## config.mk

```make
export PLATFORM = sky130hd
export DESIGN_NAME = phase_core
export DESIGN_NICKNAME = d
export VERILOG_FILES = /design/src/rtl/phase_core_pkg.sv /design/src/rtl/phase_core_dpath.sv /design/src/rtl/phase_core_ctrl.sv /design/src/rtl/phase_core.sv
export SDC_FILE = /design/constraint.sdc
export NUM_CORES = 1
export LEC_CHECK = 0
export ABC_CLOCK_PERIOD_IN_PS = 5340
export BUFFER_PORTS_ARGS = -buffer_cell sky130_fd_sc_hd__buf_2
export CAP_MARGIN = 20
export CELL_PAD_IN_SITES_DETAIL_PLACEMENT = 0
export CELL_PAD_IN_SITES_GLOBAL_PLACEMENT = 1
export CORE_UTILIZATION = 53
export DETAILED_ROUTE_END_ITERATION = 6
export PLACE_DENSITY = 0.91
export SLEW_MARGIN = 20
export SYNTH_ARGS = -nofsm -noshare
export SYNTH_HDL_FRONTEND = slang
export SYNTH_SLANG_ARGS = --single-unit
```

## constraint.sdc

```tcl
create_clock -name clk -period 5.34 [get_ports clk]
set_input_delay 0.801 -clock clk [delete_from_list [all_inputs] [get_ports clk]]
set_output_delay 0.801 -clock clk [all_outputs]
set_load 0.005 [all_outputs]
```

## src/rtl/phase_core_pkg.sv

```systemverilog
package phase_core_pkg;

  localparam int OPC_W = 4;

  localparam logic [OPC_W-1:0] OPC_ADD = 4'b0001;
  localparam logic [OPC_W-1:0] OPC_AND = 4'b0101;
  localparam logic [OPC_W-1:0] OPC_NOT = 4'b1001;
  localparam logic [OPC_W-1:0] OPC_LDR = 4'b0110;
  localparam logic [OPC_W-1:0] OPC_STR = 4'b0111;
  localparam logic [OPC_W-1:0] OPC_JMP = 4'b1100;

  typedef enum logic [3:0] {
    ST_FETCH,
    ST_FETCH_WAIT,
    ST_DECODE,
    ST_EVAL,
    ST_OPERAND,
    ST_OPER_WAIT,
    ST_EXECUTE,
    ST_STORE,
    ST_STORE_WAIT,
    ST_HALTED
  } phase_e;

  typedef enum logic [1:0] {
    ALU_ADD,
    ALU_AND,
    ALU_NOT
  } alu_e;

  // control-to-datapath strobes, each valid for one enabled cycle
  typedef struct packed {
    logic ldMarPc;
    logic ldIrPc;
    logic ldMarEa;
    logic ldMdrMem;
    logic ldMdrReg;
    logic ldOps;
    logic ldResult;
    alu_e aluSel;
    logic wrRegResult;
    logic wrRegMdr;
    logic ldPcReg;
  } strobe_t;

endpackage

```

## src/rtl/phase_core_dpath.sv

```systemverilog
module phase_core_dpath
  import phase_core_pkg::*;
#(
  parameter int DATA_W = 16,
  parameter int NUM_REGS = 8,
  parameter logic [DATA_W-1:0] RESET_PC = 16'h3000
) (
  input  logic              clk,
  input  logic              rstN,
  input  logic              clkEn,
  input  strobe_t           stb,
  input  logic [DATA_W-1:0] memRdata,
  output logic [DATA_W-1:0] marQ,
  output logic [DATA_W-1:0] mdrQ,
  output logic [DATA_W-1:0] pcQ,
  output logic [OPC_W-1:0]  opcode
);

  localparam int REG_IDX_W = $clog2(NUM_REGS);
  localparam int DST_LSB   = DATA_W - OPC_W - REG_IDX_W;
  localparam int SR1_LSB   = DST_LSB - REG_IDX_W;
  localparam int OFF_W     = SR1_LSB;

  logic [DATA_W-1:0] irQ, opAQ, opBQ, resQ;
  logic [DATA_W-1:0] regQ [NUM_REGS];

  logic [REG_IDX_W-1:0] dstIdx, sr1Idx, sr2Idx;
  logic [DATA_W-1:0]    offExt, sr1Val, sr2Val, dstVal, effAddr, aluOut, regWrData;
  logic                 regWrEn;

  assign opcode  = irQ[DATA_W-1 -: OPC_W];
  assign dstIdx  = irQ[DST_LSB +: REG_IDX_W];
  assign sr1Idx  = irQ[SR1_LSB +: REG_IDX_W];
  assign sr2Idx  = irQ[0 +: REG_IDX_W];
  assign offExt  = {{(DATA_W-OFF_W){irQ[OFF_W-1]}}, irQ[OFF_W-1:0]};
  assign sr1Val  = regQ[sr1Idx];
  assign sr2Val  = regQ[sr2Idx];
  assign dstVal  = regQ[dstIdx];
  assign effAddr = sr1Val + offExt;

  always_comb begin
    unique case (stb.aluSel)
      ALU_AND: aluOut = opAQ & opBQ;
      ALU_NOT: aluOut = ~opAQ;
      default: aluOut = opAQ + opBQ;
    endcase
  end

  assign regWrEn   = stb.wrRegResult | stb.wrRegMdr;
  assign regWrData = stb.wrRegMdr ? mdrQ : resQ;

  // one write port, one register per generated slice
  for (genvar g = 0; g < NUM_REGS; g++) begin : gen_reg
    always_ff @(posedge clk or negedge rstN) begin
      if (!rstN) begin
        regQ[g] <= '0;
      end else if (clkEn && regWrEn && (dstIdx == REG_IDX_W'(g))) begin
        regQ[g] <= regWrData;
      end
    end
  end

  always_ff @(posedge clk or negedge rstN) begin
    if (!rstN) begin
      pcQ  <= RESET_PC;
      irQ  <= '0;
      marQ <= '0;
      mdrQ <= '0;
      opAQ <= '0;
      opBQ <= '0;
      resQ <= '0;
    end else if (clkEn) begin
      if (stb.ldIrPc) begin
        irQ <= memRdata;
        pcQ <= pcQ + 1'b1;
      end else if (stb.ldPcReg) begin
        pcQ <= sr1Val;
      end
      if (stb.ldMarPc)       marQ <= pcQ;
      else if (stb.ldMarEa)  marQ <= effAddr;
      if (stb.ldMdrMem)      mdrQ <= memRdata;
      else if (stb.ldMdrReg) mdrQ <= dstVal;
      if (stb.ldOps) begin
        opAQ <= sr1Val;
        opBQ <= sr2Val;
      end
      if (stb.ldResult) resQ <= aluOut;
    end
  end

endmodule

```

## src/rtl/phase_core_ctrl.sv

```systemverilog
module phase_core_ctrl
  import phase_core_pkg::*;
(
  input  logic             clk,
  input  logic             rstN,
  input  logic             clkEn,
  input  logic             haltReq,
  input  logic             memAck,
  input  logic [OPC_W-1:0] opcode,
  output strobe_t          stb,
  output logic             memReq,
  output logic             memWe,
  output logic             halted
);

  localparam int NUM_OPC = 1 << OPC_W;
  localparam logic [NUM_OPC-1:0] KNOWN_MASK =
    (NUM_OPC'(1) << OPC_ADD) | (NUM_OPC'(1) << OPC_AND) | (NUM_OPC'(1) << OPC_NOT) |
    (NUM_OPC'(1) << OPC_LDR) | (NUM_OPC'(1) << OPC_STR) | (NUM_OPC'(1) << OPC_JMP);

  phase_e stateQ, stateNext;
  logic   reqQ, reqNext, weQ, weNext;
  logic [NUM_OPC-1:0] opHot;
  logic   isAdd, isAnd, isNot, isLdr, isStr, isJmp, isAlu, isOther;

  // one-hot opcode decoder
  for (genvar g = 0; g < NUM_OPC; g++) begin : gen_dec
    assign opHot[g] = (opcode == OPC_W'(g));
  end

  assign isAdd   = opHot[OPC_ADD];
  assign isAnd   = opHot[OPC_AND];
  assign isNot   = opHot[OPC_NOT];
  assign isLdr   = opHot[OPC_LDR];
  assign isStr   = opHot[OPC_STR];
  assign isJmp   = opHot[OPC_JMP];
  assign isAlu   = isAdd | isAnd | isNot;
  assign isOther = |(opHot & ~KNOWN_MASK);

  always_comb begin
    stb       = '0;
    stb.aluSel = ALU_ADD;
    stateNext = stateQ;
    reqNext   = reqQ;
    weNext    = weQ;
    unique case (stateQ)
      ST_FETCH: begin
        if (haltReq) begin
          stateNext = ST_HALTED;
        end else begin
          stb.ldMarPc = 1'b1;
          reqNext     = 1'b1;
          weNext      = 1'b0;
          stateNext   = ST_FETCH_WAIT;
        end
      end
      ST_FETCH_WAIT: begin
        if (memAck) begin
          stb.ldIrPc = 1'b1;
          reqNext    = 1'b0;
          stateNext  = ST_DECODE;
        end
      end
      ST_DECODE: begin
        if (isAlu)              stateNext = ST_OPERAND;
        else if (isLdr | isStr) stateNext = ST_EVAL;
        else if (isJmp)         stateNext = ST_EXECUTE;
        else if (isOther)       stateNext = ST_FETCH;
        else                    stateNext = ST_FETCH;
      end
      ST_EVAL: begin
        stb.ldMarEa = 1'b1;
        stateNext   = ST_OPERAND;
      end
      ST_OPERAND: begin
        if (isLdr) begin
          reqNext   = 1'b1;
          weNext    = 1'b0;
          stateNext = ST_OPER_WAIT;
        end else if (isStr) begin
          stb.ldMdrReg = 1'b1;
          stateNext    = ST_STORE;
        end else begin
          stb.ldOps = 1'b1;
          stateNext = ST_EXECUTE;
        end
      end
      ST_OPER_WAIT: begin
        if (memAck) begin
          stb.ldMdrMem = 1'b1;
          reqNext      = 1'b0;
          stateNext    = ST_STORE;
        end
      end
      ST_EXECUTE: begin
        if (isJmp) begin
          stb.ldPcReg = 1'b1;
          stateNext   = ST_FETCH;
        end else begin
          stb.ldResult = 1'b1;
          stb.aluSel   = isAnd ? ALU_AND : (isNot ? ALU_NOT : ALU_ADD);
          stateNext    = ST_STORE;
        end
      end
      ST_STORE: begin
        if (isStr) begin
          reqNext   = 1'b1;
          weNext    = 1'b1;
          stateNext = ST_STORE_WAIT;
        end else if (isLdr) begin
          stb.wrRegMdr = 1'b1;
          stateNext    = ST_FETCH;
        end else begin
          stb.wrRegResult = 1'b1;
          stateNext       = ST_FETCH;
        end
      end
      ST_STORE_WAIT: begin
        if (memAck) begin
          reqNext   = 1'b0;
          weNext    = 1'b0;
          stateNext = ST_FETCH;
        end
      end
      ST_HALTED: begin
        if (!haltReq) stateNext = ST_FETCH;
      end
      default: stateNext = ST_FETCH;
    endcase
  end

  always_ff @(posedge clk or negedge rstN) begin
    if (!rstN) begin
      stateQ <= ST_FETCH;
      reqQ   <= 1'b0;
      weQ    <= 1'b0;
    end else if (clkEn) begin
      stateQ <= stateNext;
      reqQ   <= reqNext;
      weQ    <= weNext;
    end
  end

  assign memReq = reqQ;
  assign memWe  = weQ;
  assign halted = (stateQ == ST_HALTED);

endmodule

```

## src/rtl/phase_core.sv

```systemverilog
module phase_core
  import phase_core_pkg::*;
#(
  parameter int DATA_W = 16,
  parameter int NUM_REGS = 8,
  parameter logic [DATA_W-1:0] RESET_PC = 16'h3000
) (
  input  logic              clk,
  input  logic              rstN,
  input  logic              clkEn,
  input  logic              haltReq,
  input  logic              memAck,
  input  logic [DATA_W-1:0] memRdata,
  output logic              memReq,
  output logic              memWe,
  output logic [DATA_W-1:0] memAddr,
  output logic [DATA_W-1:0] memWdata,
  output logic              halted,
  output logic [DATA_W-1:0] pcOut
);

  strobe_t          stbBus;
  logic [OPC_W-1:0] opcode;

  phase_core_ctrl ctrl_i (
    .clk     (clk),
    .rstN    (rstN),
    .clkEn   (clkEn),
    .haltReq (haltReq),
    .memAck  (memAck),
    .opcode  (opcode),
    .stb     (stbBus),
    .memReq  (memReq),
    .memWe   (memWe),
    .halted  (halted)
  );

  phase_core_dpath #(
    .DATA_W   (DATA_W),
    .NUM_REGS (NUM_REGS),
    .RESET_PC (RESET_PC)
  ) dpath_i (
    .clk      (clk),
    .rstN     (rstN),
    .clkEn    (clkEn),
    .stb      (stbBus),
    .memRdata (memRdata),
    .marQ     (memAddr),
    .mdrQ     (memWdata),
    .pcQ      (pcOut),
    .opcode   (opcode)
  );

endmodule

```

==> flow_metrics.env <==
export IMPL_synth_cell_type_count=71
export IMPL_pre_cts_ws_ns=1.32
export IMPL_fin_ws_ns=1.35
export IMPL_dpl_cell_count=1760
export IMPL_cp_slowest_cell="dfrtp_2"
export IMPL_grt_use_total_pct=29.2
export IMPL_ys_ff_latch=246
export IMPL_timing_hold_ws_ns=0.306
export IMPL_dieArea_um2=28100
export IMPL_p_leak_uw=0.00733
export IMPL_netlist_area_um2=14600
export IMPL_critPathTopFamily="compound AO/OA/AOI/OAI gates"
export IMPL_synthToLayoutAreaGrowth_pct=11.0
export IMPL_postCtsSetupRepairBufs=0
export IMPL_vdd_drop_max_uv=292
export IMPL_ctsResizeCount=0
export IMPL_fin_worst_skew_ns=0.0121
export IMPL_r2r_start="dpath_i.irQ[6]"
export IMPL_layout_min_cycle_time_ns=3.99
export IMPL_r2r_end="dpath_i.marQ[14]"
export IMPL_stdcell_count=1813
export IMPL_synth_main_ff_cell="dfrtp_1"
export IMPL_nets=1507
export IMPL_yosysSeqAreaShare_pct=42.3
export IMPL_num_io_pins=72
export IMPL_grt_pass1_wl_mm=63.9
export IMPL_portBuffers=71
export IMPL_hold_viol=0
export IMPL_wl_per_cell_um=22.1
export IMPL_syn_num_nets=1478
export IMPL_setup_viol=0
export IMPL_die_x_um=168
export IMPL_rsz0062_at_grt="false"
export IMPL_p_per_area_nw_per_um2=522
export IMPL_synth_edff_count=0
export IMPL_arrival_ns=4.48
export IMPL_cp_depth=12
export IMPL_wirelength_mm=40.0
export IMPL_clock_sinks=246
export IMPL_num_vias=11490
export IMPL_synth_async_reset_ratio_pct=100
export IMPL_fin_util_pct=60.0
export IMPL_htree_levels=1
export IMPL_die_h_um=168
export IMPL_coreArea_um2=27000
export IMPL_drcViolationCount=0
export IMPL_fin_setup_tns_ns=0
export IMPL_grt_pass1_vias=11660
export IMPL_fmax_ghz=0.251
export IMPL_insertion_delay_ns=0.55
export IMPL_rr_worst_depth=12
export IMPL_place_congestion=0.907
export IMPL_path_cells="buf_4 > mux4_2 > mux2i_1 > inv_1 > ha_1 > o211a_1 > o31ai_1 > a211oi_1 > o21ai_0 > and3_1 > o311ai_0 > o21a_1"
export IMPL_worst_pin_slew_ns=1.03
export IMPL_maxSlewViolCount=0
export IMPL_worstSetupStartpoint="dpath_i.irQ[6]"
export IMPL_clock_path_buffers=3
export IMPL_required_ns=5.83
export IMPL_cts_tree="yes"
export IMPL_crit_buf_inv=2
export IMPL_path_class="reg2reg"
export IMPL_dr_pass1_iters=5
export IMPL_crit_path_end="dpath_i.marQ[14]"
export IMPL_status="finished clean"
export IMPL_drtIter0Drc=858
export IMPL_cap_viol_max_count=0
export IMPL_maxSlewHeadroom_pct=31.0
export IMPL_cts_hold_buf=0
export IMPL_vias_per_cell=6.34
export IMPL_start_kind="register"
export IMPL_cts_root_buf="clkbuf_16"
export IMPL_holdCritPathClass="in2async"
export IMPL_start_util_pct=54.0
export IMPL_grt_max_degree=107
export IMPL_cp_max_fo=20
export IMPL_synthCells=1421
export IMPL_rows=60
export IMPL_drive_gt1_share_pct=20.6
export IMPL_final_period_utilization_pct=74.7
export IMPL_slowest_delay_ns=0.77
export IMPL_clk_pin_slew_ns=0.06
export IMPL_cts_made_buffers=29
export IMPL_antenna_found_initial=0
export IMPL_regToRegSetupSlack_ns=1.35
export IMPL_overflow=0
export IMPL_dp_hpwl_mm=27.8
export IMPL_antenna_left=0
export IMPL_crit_path_end_kind="register"
export IMPL_yosys_warnings=0
export IMPL_n_antenna_cell=0
export IMPL_avgSynthCellArea_um2=10.2
## Yosys cell counts (3+ instances only)
| cell | n | area [um2] |
|---|---|---|
| a211oi_1 | 9 | 67.6 |
| a21o_1 | 15 | 113 |
| a21oi_1 | 199 | 996 |
| a221oi_1 | 8 | 70.1 |
| a22oi_1 | 5 | 37.5 |
| a31oi_1 | 5 | 31.3 |
| and2_1 | 4 | 25.0 |
| and3_1 | 12 | 75.1 |
| buf_1 | 4 | 15.0 |
| buf_2 | 27 | 135 |
| clkbuf_1 | 64 | 240 |
| dfrtp_1 | 244 | 6110 |
| ha_1 | 34 | 425 |
| inv_1 | 37 | 139 |
| mux2_2 | 27 | 304 |
| mux2i_1 | 51 | 510 |
| mux2i_2 | 6 | 82.6 |
| mux2i_4 | 4 | 90.1 |
| mux4_2 | 96 | 2160 |
| nand2_1 | 120 | 450 |
| nand2b_1 | 11 | 68.8 |
| nand3_1 | 26 | 130 |
| nand3b_1 | 3 | 22.5 |
| nor2_1 | 179 | 672 |
| nor2b_1 | 8 | 50.1 |
| nor3_1 | 11 | 55.1 |
| nor3b_2 | 4 | 50.1 |
| o211ai_1 | 6 | 45.0 |
| o21a_1 | 5 | 37.5 |
| o21ai_0 | 97 | 485 |
| o21ai_1 | 16 | 80.1 |
| o21bai_1 | 3 | 22.5 |
| o22a_1 | 3 | 26.3 |
| o22ai_1 | 5 | 31.3 |
| o31ai_1 | 5 | 37.5 |
| xnor2_1 | 10 | 87.6 |
| xor2_1 | 13 | 114 |
## layout by cell type (no fill, tap or decap), types with 6 or more instances in the layout
master	Yosys	layout
nand2b_1	11	11
mux2i_2	6	6
ha_1	34	34
nand3_1	26	25
mux2_2	27	27
inv_1	37	37
clkbuf_16	0	29
buf_4	2	24
nor2_1	179	177
o21ai_1	16	16
mux2i_1	51	51
xnor2_1	10	10
and3_1	12	12
nor3_1	11	9
dfrtp_1	244	241
mux4_2	96	96
a21oi_1	199	199
clkbuf_8	0	6
a21o_1	15	15
xor2_1	13	13
o211ai_1	6	6
a221oi_1	8	8
nand2_1	120	120
nor2b_1	8	8
a211oi_1	9	9
o21ai_0	97	96
clkinv_2	0	9
buf_2	27	70
## cell families after synthesis
family | after synthesis | synth area share, %
AO/OA/AOI/OAI | 408 | 16.0
AND/OR/NAND/NOR | 389 | 11.7
flip-flops | 246 | 42.3
multiplexers | 184 | 21.6
buffers and inverters | 135 | 3.81
adder cells (fa/ha/maj) | 36 | 3.20
XOR/XNOR | 23 | 1.38
## flip-flops by register name (all words and copies together) (netlist names)
register and flops:
ctrl_i.memReq 1, ctrl_i.memWe 1, ctrl_i.stateQ 4, dpath_i.irQ 16, dpath_i.marQ 16, dpath_i.mdrQ 16, dpath_i.opAQ 16, dpath_i.opBQ 16
dpath_i.pcQ 16, dpath_i.regQ 128, dpath_i.resQ 16
## report_power, final
part,switching [uW],internal (uW)
Combinational,1710,1570
Clock,804,1170
Sequential,785,2410
Total,3290,5150
## worst min-delay path by stage
| stage | from | to | slack [ns] | cells after the start |
|---|---|---|---|---|
| after floorplan | dpath_i.resQ[1] | dpath_i.resQ[1] | 0.45 | 1 |
| after global placement | dpath_i.marQ[6] | dpath_i.marQ[6] | 0.46 | 2 |
| after detailed placement | dpath_i.marQ[4] | dpath_i.marQ[4] | 0.47 | 2 |
| after CTS | rstN | dpath_i.resQ[14] | 0.34 | 1 |
| after global routing | rstN | dpath_i.resQ[14] | 0.37 | 1 |
| final | rstN | dpath_i.resQ[14] | 0.31 | 1 |
## stage by stage
stage	power (uW)	instance area (um2)
after floorplan	5430	14600
after global placement	6330	15200
after detailed placement	6450	15200
after CTS	8440	16200
after global routing	8940	16200
final	8440	16200
## metal layers
metal | GRT usage [%] | vias to the layer above | share of wire, %
li1 | - | 5255 | -
met1 | 38.9 | 5700 | 42
met2 | 48.2 | 427 | 48
met3 | 4.07 | 108 | 6.5
met4 | 12.3 | 0 | 4.3
met5 | 0 | - | 0
## layout make-up
class | instances | area (um2)
Multi-Input combinational cell | 1040 | 7920
Clock inverter | 14 | 128
Tap cell | 341 | 427
Fill cell | 2215 | 10800
Sequential cell | 246 | 6160
Inverter | 37 | 139
Timing Repair Buffer | 96 | 566
Clock buffer | 39 | 823
No activity file was read; power rests on OpenSTA's default activity.
